**config.mk**
```make
export PLATFORM = sky130hd
export DESIGN_NAME = sticky_status_reg
export DESIGN_NICKNAME = d
export VERILOG_FILES = /design/src/rtl/sts_pkg.sv /design/src/rtl/sts_latch_cell.sv /design/src/rtl/sts_live_cell.sv /design/src/rtl/sts_read_mux.sv /design/src/rtl/sticky_status_reg.sv
export SDC_FILE = /design/constraint.sdc
export NUM_CORES = 1
export LEC_CHECK = 0
export CAP_MARGIN = 25
export CORE_AREA = 2 2 45 43
export CTS_CLUSTER_DIAMETER = 60
export DETAILED_ROUTE_END_ITERATION = 7
export DIE_AREA = 0 0 47 45
export GPL_TIMING_DRIVEN = 1
export PLACE_DENSITY = 0.81
export SYNTH_ARGS = -nofsm -noshare
export SYNTH_HDL_FRONTEND = slang
export SYNTH_HIERARCHICAL = 1
export SYNTH_SLANG_ARGS = --single-unit
```
**constraint.sdc**
```tcl
create_clock -name clk -period 3.3 [get_ports clk]
set_input_delay 0.495 -clock clk [delete_from_list [all_inputs] [get_ports clk]]
set_output_delay 0.495 -clock clk [all_outputs]
set_load 0.05 [all_outputs]
```
**src/rtl/sts_pkg.sv**
```systemverilog
package sts_pkg;

  localparam int STS_W     = 16;
  localparam int NUM_LATCH = 6;
  localparam int NUM_LIVE  = 2;

  // bit positions of the sticky flags, index order matches the top's condition vector
  localparam int LATCH_POS [NUM_LATCH] = '{12, 9, 8, 5, 3, 2};
  // bit positions of the live supply flags
  localparam int LIVE_POS  [NUM_LIVE]  = '{1, 0};

  function automatic logic [STS_W-1:0] latch_mask();
    logic [STS_W-1:0] m;
    m = '0;
    for (int i = 0; i < NUM_LATCH; i++) m[LATCH_POS[i]] = 1'b1;
    return m;
  endfunction

  function automatic logic [STS_W-1:0] live_mask();
    logic [STS_W-1:0] m;
    m = '0;
    for (int i = 0; i < NUM_LIVE; i++) m[LIVE_POS[i]] = 1'b1;
    return m;
  endfunction

  // next value of a sticky flag: clear first, then the sampled condition wins
  function automatic logic sticky_next(logic cur, logic smp, logic clr, logic cond);
    logic kept;
    kept = cur & ~clr;
    return smp ? (kept | cond) : kept;
  endfunction

  // byte selection of the read port
  function automatic logic [7:0] byte_pick(logic [STS_W-1:0] word, logic sel_lo, logic sel_hi);
    if (sel_lo)      return word[7:0];
    else if (sel_hi) return word[15:8];
    else             return 8'h00;
  endfunction

endpackage

```
**src/rtl/sts_latch_cell.sv**
```systemverilog
module sts_latch_cell
  import sts_pkg::*;
(
  input  logic clk,
  input  logic rst_n,
  input  logic smp_i,
  input  logic clr_i,
  input  logic cond_i,
  output logic flag_o
);

  logic flag_q;
  logic flag_d;

  always_comb flag_d = sticky_next(flag_q, smp_i, clr_i, cond_i);

  always_ff @(posedge clk) begin
    if (!rst_n) flag_q <= 1'b0;
    else        flag_q <= flag_d;
  end

  assign flag_o = flag_q;

endmodule

```
**src/rtl/sts_live_cell.sv**
```systemverilog
module sts_live_cell (
  input  logic clk,
  input  logic rst_n,
  input  logic smp_i,
  input  logic cond_i,
  output logic flag_o
);

  logic flag_q;

  always_ff @(posedge clk) begin
    if (!rst_n)     flag_q <= 1'b0;
    else if (smp_i) flag_q <= cond_i;
  end

  assign flag_o = flag_q;

endmodule

```
**src/rtl/sts_read_mux.sv**
```systemverilog
module sts_read_mux
  import sts_pkg::*;
#(
  parameter int                ADDR_W    = 8,
  parameter logic [ADDR_W-1:0] BASE_ADDR = 8'h3C
) (
  input  logic [STS_W-1:0]  word_i,
  input  logic [ADDR_W-1:0] addr_i,
  output logic [7:0]        data_o
);

  localparam logic [ADDR_W-1:0] HI_ADDR = BASE_ADDR + ADDR_W'(1);

  logic sel_lo;
  logic sel_hi;

  assign sel_lo = (addr_i == BASE_ADDR);
  assign sel_hi = (addr_i == HI_ADDR);
  assign data_o = byte_pick(word_i, sel_lo, sel_hi);

endmodule

```
**src/rtl/sticky_status_reg.sv**
```systemverilog
module sticky_status_reg
  import sts_pkg::*;
#(
  parameter int                ADDR_W    = 8,
  parameter logic [ADDR_W-1:0] BASE_ADDR = 8'h3C
) (
  input  logic              clk,
  input  logic              rst_n,
  input  logic              sample_i,
  input  logic              clear_i,
  input  logic              capfull_i,
  input  logic              alarm2_i,
  input  logic              alarm1_i,
  input  logic              selftest_err_i,
  input  logic              link_fail_i,
  input  logic              nv_fail_i,
  input  logic              supply_hi_i,
  input  logic              supply_lo_i,
  input  logic [ADDR_W-1:0] rd_addr_i,
  output logic [7:0]        rd_data_o,
  output logic [STS_W-1:0]  status_o
);

  // named events for the checker
  logic                 smp_evt;
  logic                 clr_evt;
  logic [NUM_LATCH-1:0] latch_cond;
  logic [NUM_LIVE-1:0]  live_cond;
  logic [NUM_LATCH-1:0] latch_q;
  logic [NUM_LIVE-1:0]  live_q;
  logic [STS_W-1:0]     cond_word;
  logic [STS_W-1:0]     status_w;

  assign smp_evt = sample_i;
  assign clr_evt = clear_i;

  // order follows LATCH_POS
  assign latch_cond = {nv_fail_i, link_fail_i, selftest_err_i, alarm1_i, alarm2_i, capfull_i};
  // order follows LIVE_POS
  assign live_cond  = {supply_lo_i, supply_hi_i};

  for (genvar g = 0; g < NUM_LATCH; g++) begin : g_latch
    sts_latch_cell u_cell (
      .clk    (clk),
      .rst_n  (rst_n),
      .smp_i  (smp_evt),
      .clr_i  (clr_evt),
      .cond_i (latch_cond[g]),
      .flag_o (latch_q[g])
    );
  end

  for (genvar g = 0; g < NUM_LIVE; g++) begin : g_live
    sts_live_cell u_cell (
      .clk    (clk),
      .rst_n  (rst_n),
      .smp_i  (smp_evt),
      .cond_i (live_cond[g]),
      .flag_o (live_q[g])
    );
  end

  always_comb begin
    status_w  = '0;
    cond_word = '0;
    for (int i = 0; i < NUM_LATCH; i++) begin
      status_w[LATCH_POS[i]]  = latch_q[i];
      cond_word[LATCH_POS[i]] = latch_cond[i];
    end
    for (int i = 0; i < NUM_LIVE; i++) begin
      status_w[LIVE_POS[i]]  = live_q[i];
      cond_word[LIVE_POS[i]] = live_cond[i];
    end
  end

  assign status_o = status_w;

  sts_read_mux #(
    .ADDR_W    (ADDR_W),
    .BASE_ADDR (BASE_ADDR)
  ) u_rd (
    .word_i (status_w),
    .addr_i (rd_addr_i),
    .data_o (rd_data_o)
  );

endmodule

```
### Yosys cells after proc, flatten, opt, wreduce, memory -nomap -nowiden

Index checks and enable logic that the tools add are counted.

| word-level totals | value |
|---|---|
| logic and storage cells | 31 |
| output and inout port bits | 24 |
| flip-flop bits (word level) | 8 |
| bits of input ports | 20 |

| cells by class | value |
|---|---|
| mux-type cells | 8 |
| eq/ne operators | 2 |
| bitwise logic cells | 13 |

Operators by type and width:

| operator | number |
|---|---|
| $eq A8 B6 Y1 const B | 2 |
| $mux W8 | 1 |
| $and A1 B1 Y1 | 6 |
| $mux W1 | 6 |
| $or A1 B1 Y1 | 6 |
| $mux W5 | 1 |
| $not A1 Y1 | 1 |

### Depth between registers and ports, before layout

Gate-level depths: netlist (run 1).

| depth | value |
|---|---|
| depth in word-level cells | 4 |
| gate-level depth with buffers | 3 |
| mapped depth without buffers | 2 |

### Cells and area by module

Netlist (run 1), hierarchy kept.

Modules (own cells, without submodules):

| module | cells each | sequential area each (µm²) | area an instance (µm²) | instances |
|---|---|---|---|---|
| sts_latch_cell | 4 | 20.0 | 37.5 | 6 |
| sts_read_mux | 20 | 0.0 | 143.9 | 1 |
| sts_live_cell | 3 | 20.0 | 36.3 | 2 |
| sticky_status_reg | 9 | 0.0 | 63.8 | 1 |

### Worst setup path after synthesis (run 1)

Ideal clock, no wire load.

| timing | value |
|---|---|
| path kind | input to output |
| from | input rd_addr_i[1] |
| to | output rd_data_o[0] |
| arrival time | 2.261 ns |
| data required time | 2.805 ns |
| stages on the path | 3 |
| path buffers | 1 |
| path slack | 0.544 ns |
| cells stage by stage | or4b_1 buf_2 nor3_1 |

| on the way | value |
|---|---|
| word-level cells in the longest chain between the ends | 3 |
| elaborated cells on any way between the ends | 4 |
| classes of those cells | 2 x eq/ne; 2 x mux |

Ends and longest elaborated chain:

| element | RTL line | RTL |
|---|---|---|
| from (decl) | sticky_status_reg.sv:19 | `input logic [ADDR_W-1:0] rd_addr_i,` |
| $eq A8 B6 Y1 | sts_read_mux.sv:18 | `assign sel_hi = (addr_i == HI_ADDR);` |
| $mux W5 | sts_pkg.sv:36 | `else if (sel_hi) return word[15:8];` |
| $mux W8 * | sts_pkg.sv:35 | `if (sel_lo) return word[7:0];` |
| to (decl) | sticky_status_reg.sv:20 | `output logic [7:0] rd_data_o,` |

Every way passes the cells marked *; elsewhere a longest branch is shown, timed or not.

### Worst setup path after layout (run 1)

| timing | value |
|---|---|
| from | input rd_addr_i[1] |
| to | output rd_data_o[3] |

| on the way | value |
|---|---|
| word-level cells in the longest chain between the ends | 2 |

Ends and longest elaborated chain:

| element | RTL line | RTL |
|---|---|---|
| $eq A8 B6 Y1 | sts_read_mux.sv:17 | `assign sel_lo = (addr_i == BASE_ADDR);` |
| $mux W8 | sts_pkg.sv:35 |  |

No other way between the ends.

==> results.ini, run 1 <==
[status]
status = completed

[detailed_routing]
drt_wl_total_mm = 1.29
routed-via-count = 515
drc_errors = 0
dr.pass1.iters = 4
drtAntennaViolNets = 0
viasPerCell = 4.15
wl_per_cell_um = 10.4
drt_iter0_drc = 7

[power_and_ir_drop]
p_int_mw = 0.183
leakage_nw = 0.370
comb_power_share = 0.351
p_per_area_mw_per_mm2 = 322
ir_drop_uv = 215
p_switching_mw = 0.0938
swShare = 0.339
power.total_mw = 0.277
power_frac_clock = 0.265
pwr-share-seq = 0.385

[yosys]
synth_common_cells = mux2i_1, buf_4, dfxtp_1, nor3_1
post-synth-top-count-cell = mux2i_1
synth_warnings = 6
synth_flop_cell = dfxtp_1
synth_edf_count = 0
yosys-top-cells-area = dfxtp_1, mux2i_1, buf_4, a21boi_1, nor3_1
postSynthCellCount = 59
async_reset_ff_frac = 0
synth_top_cell_area_share = 0.317
syn-cell-area_um2 = 505
synth.distinct_cells = 13
syn_area_per_cell_um2 = 8.57
synth_area_leader_cell = dfxtp_1
synth-seq-area-share = 0.317
ys_seq_elements = 8

[critical_path]
end_kind = output pin
path_max_fanout = 8
cp.required_ns = 2.80
worstPathArrival_ns = 2.04
reg2reg_from = g_latch[2].u_cell/flag_o
cp-startpoint = rd_addr_i[1]
start_kind = input pin
reg2reg_setup_slack_ns = 2.66
path_class = in2out

[min_path]
min_from = g_latch[0].u_cell/flag_o
hold_path_class = reg2reg

[placed_design]
post_dp_cell_area_um2 = 838
gp_congestion = 0.681
io_buffers = 33
dp.cells = 121
dp_hpwl_mm = 1.06
dp_slack_ns = 0.731

[timing]
clock-skew-final_ns = 0
min_period_ns = 2.54
setup_viol = 0
slew_headroom = 0.0237
final-hold-violation-count = 0
finalCritPeriodShare = 0.769
rsz0062_at_grt = false
hold_slack_ns = 0.491
worst_slack_ns = 0.761
worst_pin_slew_ns = 1.45
final.setup.tns_ns = 0
fmax_ghz = 0.394
maxSlewViolCount = 0

[global_route]
grt_antenna_before_repair = 0
grt_usage = 0.143
grt_pass1_vias = 539
grt_pass1_wl_mm = 2.13
grt_max_degree = 9
grt_overflow = 0

[layout]
design_area_um2 = 861
area_delta_synth_final_pct = 70.3
nets = 122
seqCellArea_um2 = 160
multiInputGateArea_um2 = 333
drive_above_1_share = 0.0900
final_cells = 124
nFillCells = 154
utilization = 0.534
diodes = 0

[cts]
cts_tree = yes
clkTransAtPathRegs_ns = 0.05
cts_setup_buffers = 0
cts.sinks = 8
cts-root-buf = clkbuf_4
ctsResizeCount = 0
h-tree-depth = 1
clk_latency_ns = 0.25
cts-hold-fix-buffers = 0
cts_made_buffers = 3
cts_buffer_depth = 2

[floorplanning]
die_x_um = 47
start_util = 0.314
std_cell_rows = 14
core_mm2 = 0.00161
die_area_mm2 = 0.00212
ioPinCount = 44
die_h_um = 45

[job]
maxCapViolCount = 0

-- worst max-delay path, cell delays in order --
cell and delay [ns]:
clkdlybuf4s50_1 0.39, or4b_1 0.68, nor3_1 0.25, buf_4 0.23
-- power groups by stage --
stage,Combinational (mW),Clock (mW),Sequential (mW)
6_report,0.0971,0.0733,0.107
2_1_floorplan,0.0480,0,0.127
4_1_cts,0.0972,0.0746,0.107
5_1_grt,0.103,0.0794,0.107
3_3_place_gp,0.0957,0,0.109
3_5_place_dp,0.0970,0,0.109
-- layout make-up --
class / count / area share
Clock buffer: 3 / 0.0262
Sequential cell: 8 / 0.186
Tap cell: 24 / 0.0349
Multi-Input combinational cell: 56 / 0.387
Timing Repair Buffer: 33 / 0.366
-- worst paths after layout --
kind,end,depth (start not counted)
min reg2reg,g_latch[0].u_cell/flag_o,2
max reg2reg,g_latch[2].u_cell/flag_o,2
min,g_latch[0].u_cell/flag_o,2
max,rd_data_o[3],4
-- state kept, by name, indices dropped and copies added, names as in the netlist --
signal / count
g_latch.u_cell/flag_o: 6
g_live.u_cell/flag_o: 2
-- routing by layer --
layer,vias to the layer above,share of wire,track usage
met5,-,0,0
met4,0,0.0039,0.0833
met3,2,0.11,0.0520
met2,31,0.47,0.244
met1,221,0.42,0.148
li1,261,-,-
-- cell usage in the layout (no fill, tap or decap) --
master,count
clkdlybuf4s50_1,27
nor3_1,8
conb_1,16
buf_4,6
nand3_1,1
mux2i_1,10
dfxtp_1,8
or4b_1,1
nand2b_1,6
nor2b_1,2
a21boi_1,6
clkbuf_4,3
nand2_1,6
-- kinds of logic after synthesis --
group           count (synthesis)  share of synthesized area
buf+inv                        10                      0.136
compound gates                  6                     0.0891
flops                           8                      0.317
mux                            10                      0.198
other cells                     1                    0.00742
simple gates                   24                      0.252
Note: power is estimated with default switching activity, not from simulation.
==> run 2, diff against run 1 <==
--- a/config.mk
+++ b/config.mk
@@ -6,12 +6,12 @@
 export NUM_CORES = 1
 export LEC_CHECK = 0
 export CAP_MARGIN = 25
-export CORE_AREA = 2 2 45 43
+export CORE_AREA = 2 2 49 47
 export CTS_CLUSTER_DIAMETER = 60
 export DETAILED_ROUTE_END_ITERATION = 7
-export DIE_AREA = 0 0 47 45
+export DIE_AREA = 0 0 51 49
 export GPL_TIMING_DRIVEN = 1
-export PLACE_DENSITY = 0.81
+export PLACE_DENSITY = 0.72
 export SYNTH_ARGS = -nofsm -noshare
 export SYNTH_HDL_FRONTEND = slang
 export SYNTH_HIERARCHICAL = 1
==> constraint.sdc (replaced) <==
create_clock -name clk -period 2.15 [get_ports clk]
set_input_delay 0.3225 -clock clk [delete_from_list [all_inputs] [get_ports clk]]
set_output_delay 0.3225 -clock clk [all_outputs]
set_load 0.05 [all_outputs]
==> results.ini, run 2 (synthesized netlist as in run 1, its figures left out) <==
[power_and_ir_drop]
leakage_nw = 0.440  ; was 0.370 nW
p_per_area_mw_per_mm2 = 414  ; was 322 mW/mm2
ir_drop_uv = 183  ; was 215 uV
power.total_mw = 0.428  ; was 0.277 mW

[floorplanning]
std_cell_rows = 16  ; was 14
ioPinCount = 44  ; unchanged
die_area_mm2 = 0.00250  ; was 0.00212 mm2
die_h_um = 49  ; was 45 um
core_mm2 = 0.00202  ; was 0.00161 mm2
die_x_um = 51  ; was 47 um
start_util = 0.250  ; was 0.314

[min_path]
hold_depth = 2  ; unchanged
min_from = g_latch[0].u_cell/flag_o  ; unchanged
hold_end = g_latch[0].u_cell/flag_o  ; unchanged
hold_path_class = reg2reg  ; unchanged

[job]
maxCapViolCount = 0  ; unchanged

[placed_design]
dp_hpwl_mm = 1.14  ; was 1.06 mm
post_dp_cell_area_um2 = 977  ; was 838 um2
gp_congestion = 0.639  ; was 0.681
dp_slack_ns = -0.119  ; was 0.731 ns
io_buffers = 33  ; unchanged

[timing]
worst_slack_ns = 0.00543  ; was 0.761 ns
worst_pin_slew_ns = 1.46  ; was 1.45 ns
final-hold-violation-count = 0  ; unchanged
maxSlewViolCount = 0  ; unchanged
min_period_ns = 2.14
clock-skew-final_ns = 0  ; unchanged
fmax_ghz = 0.466
slew_headroom = 0.0169  ; was 0.0237
hold_slack_ns = 0.485  ; was 0.491 ns
finalCritPeriodShare = 0.997
rsz0062_at_grt = true  ; was false
setup_viol = 0  ; unchanged

[critical_path]
reg2reg_depth = 2  ; unchanged
cp_top_family = simple AND/OR/NAND/NOR gates  ; unchanged
worstPathArrival_ns = 1.82  ; was 2.04 ns
slowest_delay_ns = 0.61  ; was 0.68 ns
path_class = in2out  ; unchanged
end_kind = output pin  ; unchanged
reg2reg_from = g_live[1].u_cell/flag_o  ; was g_latch[2].u_cell/flag_o
start_kind = input pin  ; unchanged
path_max_fanout = 7  ; was 8
r2r_end = g_live[1].u_cell/flag_o  ; was g_latch[2].u_cell/flag_o
cp.required_ns = 1.83  ; was 2.80 ns
critical_path_buf_inv_count = 3  ; was 2
cpMaxStageDelayCell = or4b_4  ; was or4b_1
crit_chain = clkdlybuf4s50_1, or4b_4, nor3_1, buf_4, buf_12  ; was clkdlybuf4s50_1, or4b_1, nor3_1, buf_4
reg2reg_setup_slack_ns = 1.52  ; was 2.66 ns

[detailed_routing]
wl_per_cell_um = 9.83  ; was 10.4 um
drc_errors = 0  ; unchanged
drt_iter0_drc = 4  ; was 7
drtAntennaViolNets = 0  ; unchanged
viasPerCell = 3.99  ; was 4.15
routed-via-count = 539  ; was 515
dr.pass1.iters = 4  ; unchanged
drt_wl_total_mm = 1.33  ; was 1.29 mm

[layout]
final_cell_mix = clkdlybuf4s50_1, conb_1, mux2i_1  ; unchanged
drive_above_1_share = 0.213  ; was 0.0900
nFillCells = 193  ; was 154
largest_reg_flops = 6  ; unchanged
diodes = 0  ; unchanged
area_delta_synth_final_pct = 105  ; was 70.3%
utilization = 0.512  ; was 0.534
design_area_mm2 = 0.00103  ; was 861 um2
nets = 130  ; was 122
final_common_cell = clkdlybuf4s50_1  ; unchanged

[cts]
cts-root-buf = clkbuf_4  ; unchanged
h-tree-depth = 1  ; unchanged
clkTransAtPathRegs_ns = 0.05  ; about the same
cts_made_buffers = 3  ; unchanged
clk_latency_ns = 0.24  ; was 0.25 ns
cts_setup_buffers = 0  ; unchanged
cts_buffer_depth = 2  ; unchanged
cts-hold-fix-buffers = 0  ; unchanged
cts_tree = yes  ; unchanged
cts.sinks = 8  ; unchanged

[global_route]
gr-usage-met1 = 0.0976  ; was 0.148
met3_usage = 0.0491  ; was 0.0520
globalRoute.busiestLayer = met2  ; unchanged
grt_overflow = 0  ; unchanged
grt_antenna_before_repair = 0  ; unchanged
grt_pass1_vias = 497  ; was 539
grt_usage = 0.112  ; was 0.143
met2_usage = 0.206  ; was 0.244
grt_max_degree = 9  ; unchanged
grt_pass1_wl_mm = 2.10  ; was 2.13 mm

[status]
status = completed  ; unchanged

-- run 2: what timing repair did --
item / 4_1_cts / 5_1_grt
pin swaps: 0 / 6
endpoints found under the hold margin: 0 / 0
cloned: 0 / 0
endpoints found under the setup margin: 6 / 6
gates resized for setup: 4 / 3
-- run 2: power by group --
group	total (mW)	internal [mW]	switching (mW)
sequential	0.163	0.157	0.00617
clock	0.109	0.0635	0.0457
combinational	0.156	0.0638	0.0922
-- run 2: area by class of cell --
class / count / area, um2 / share of cell area
multi-input combinational: 56 / 368 / 0.356
timing repair buffer: 41 / 450 / 0.435
tap: 27 / 33.8 / 0.0326
clock buffer: 3 / 22.5 / 0.0218
sequential: 8 / 160 / 0.155
-- run 2: through the flow --
stage	instances	TNS (ns)
detailed placement	132	-0.441
CTS	135	0
finish	135	0
global route	135	-0.0144
global placement	132	-0.146
floorplan	74	-1.56
-- run 2: worst max-delay path by stage --
stage | end | slack [ns] | from | cells past startpoint
6_report | rd_data_o[0] | 0.005 | rd_addr_i[6] | 5
5_1_grt | rd_data_o[0] | -0.01 | rd_addr_i[7] | 5
4_1_cts | rd_data_o[4] | 0.002 | rd_addr_i[1] | 5
3_5_place_dp | rd_data_o[4] | -0.12 | rd_addr_i[1] | 5
3_3_place_gp | rd_data_o[3] | -0.05 | rd_addr_i[1] | 5
2_1_floorplan | rd_data_o[0] | -0.26 | rd_addr_i[1] | 3
-- run 2: metal layers --
metal	wire length, um	part of all wire	vias up
li1	-	-	276
met1	462	0.35	232
met2	703	0.53	29
met3	156	0.12	2
met4	4	0.0030	0
met5	0	0	-
-- run 2: worst min-delay path: cells and delay by family (launching register included) --
| family | cells | cell delay (ns) |
|---|---|---|
| and+or+nand+nor | 1 | 0.07 |
| DFF | 1 | 0.32 |
| AOI/OAI and AO/OA | 1 | 0.05 |
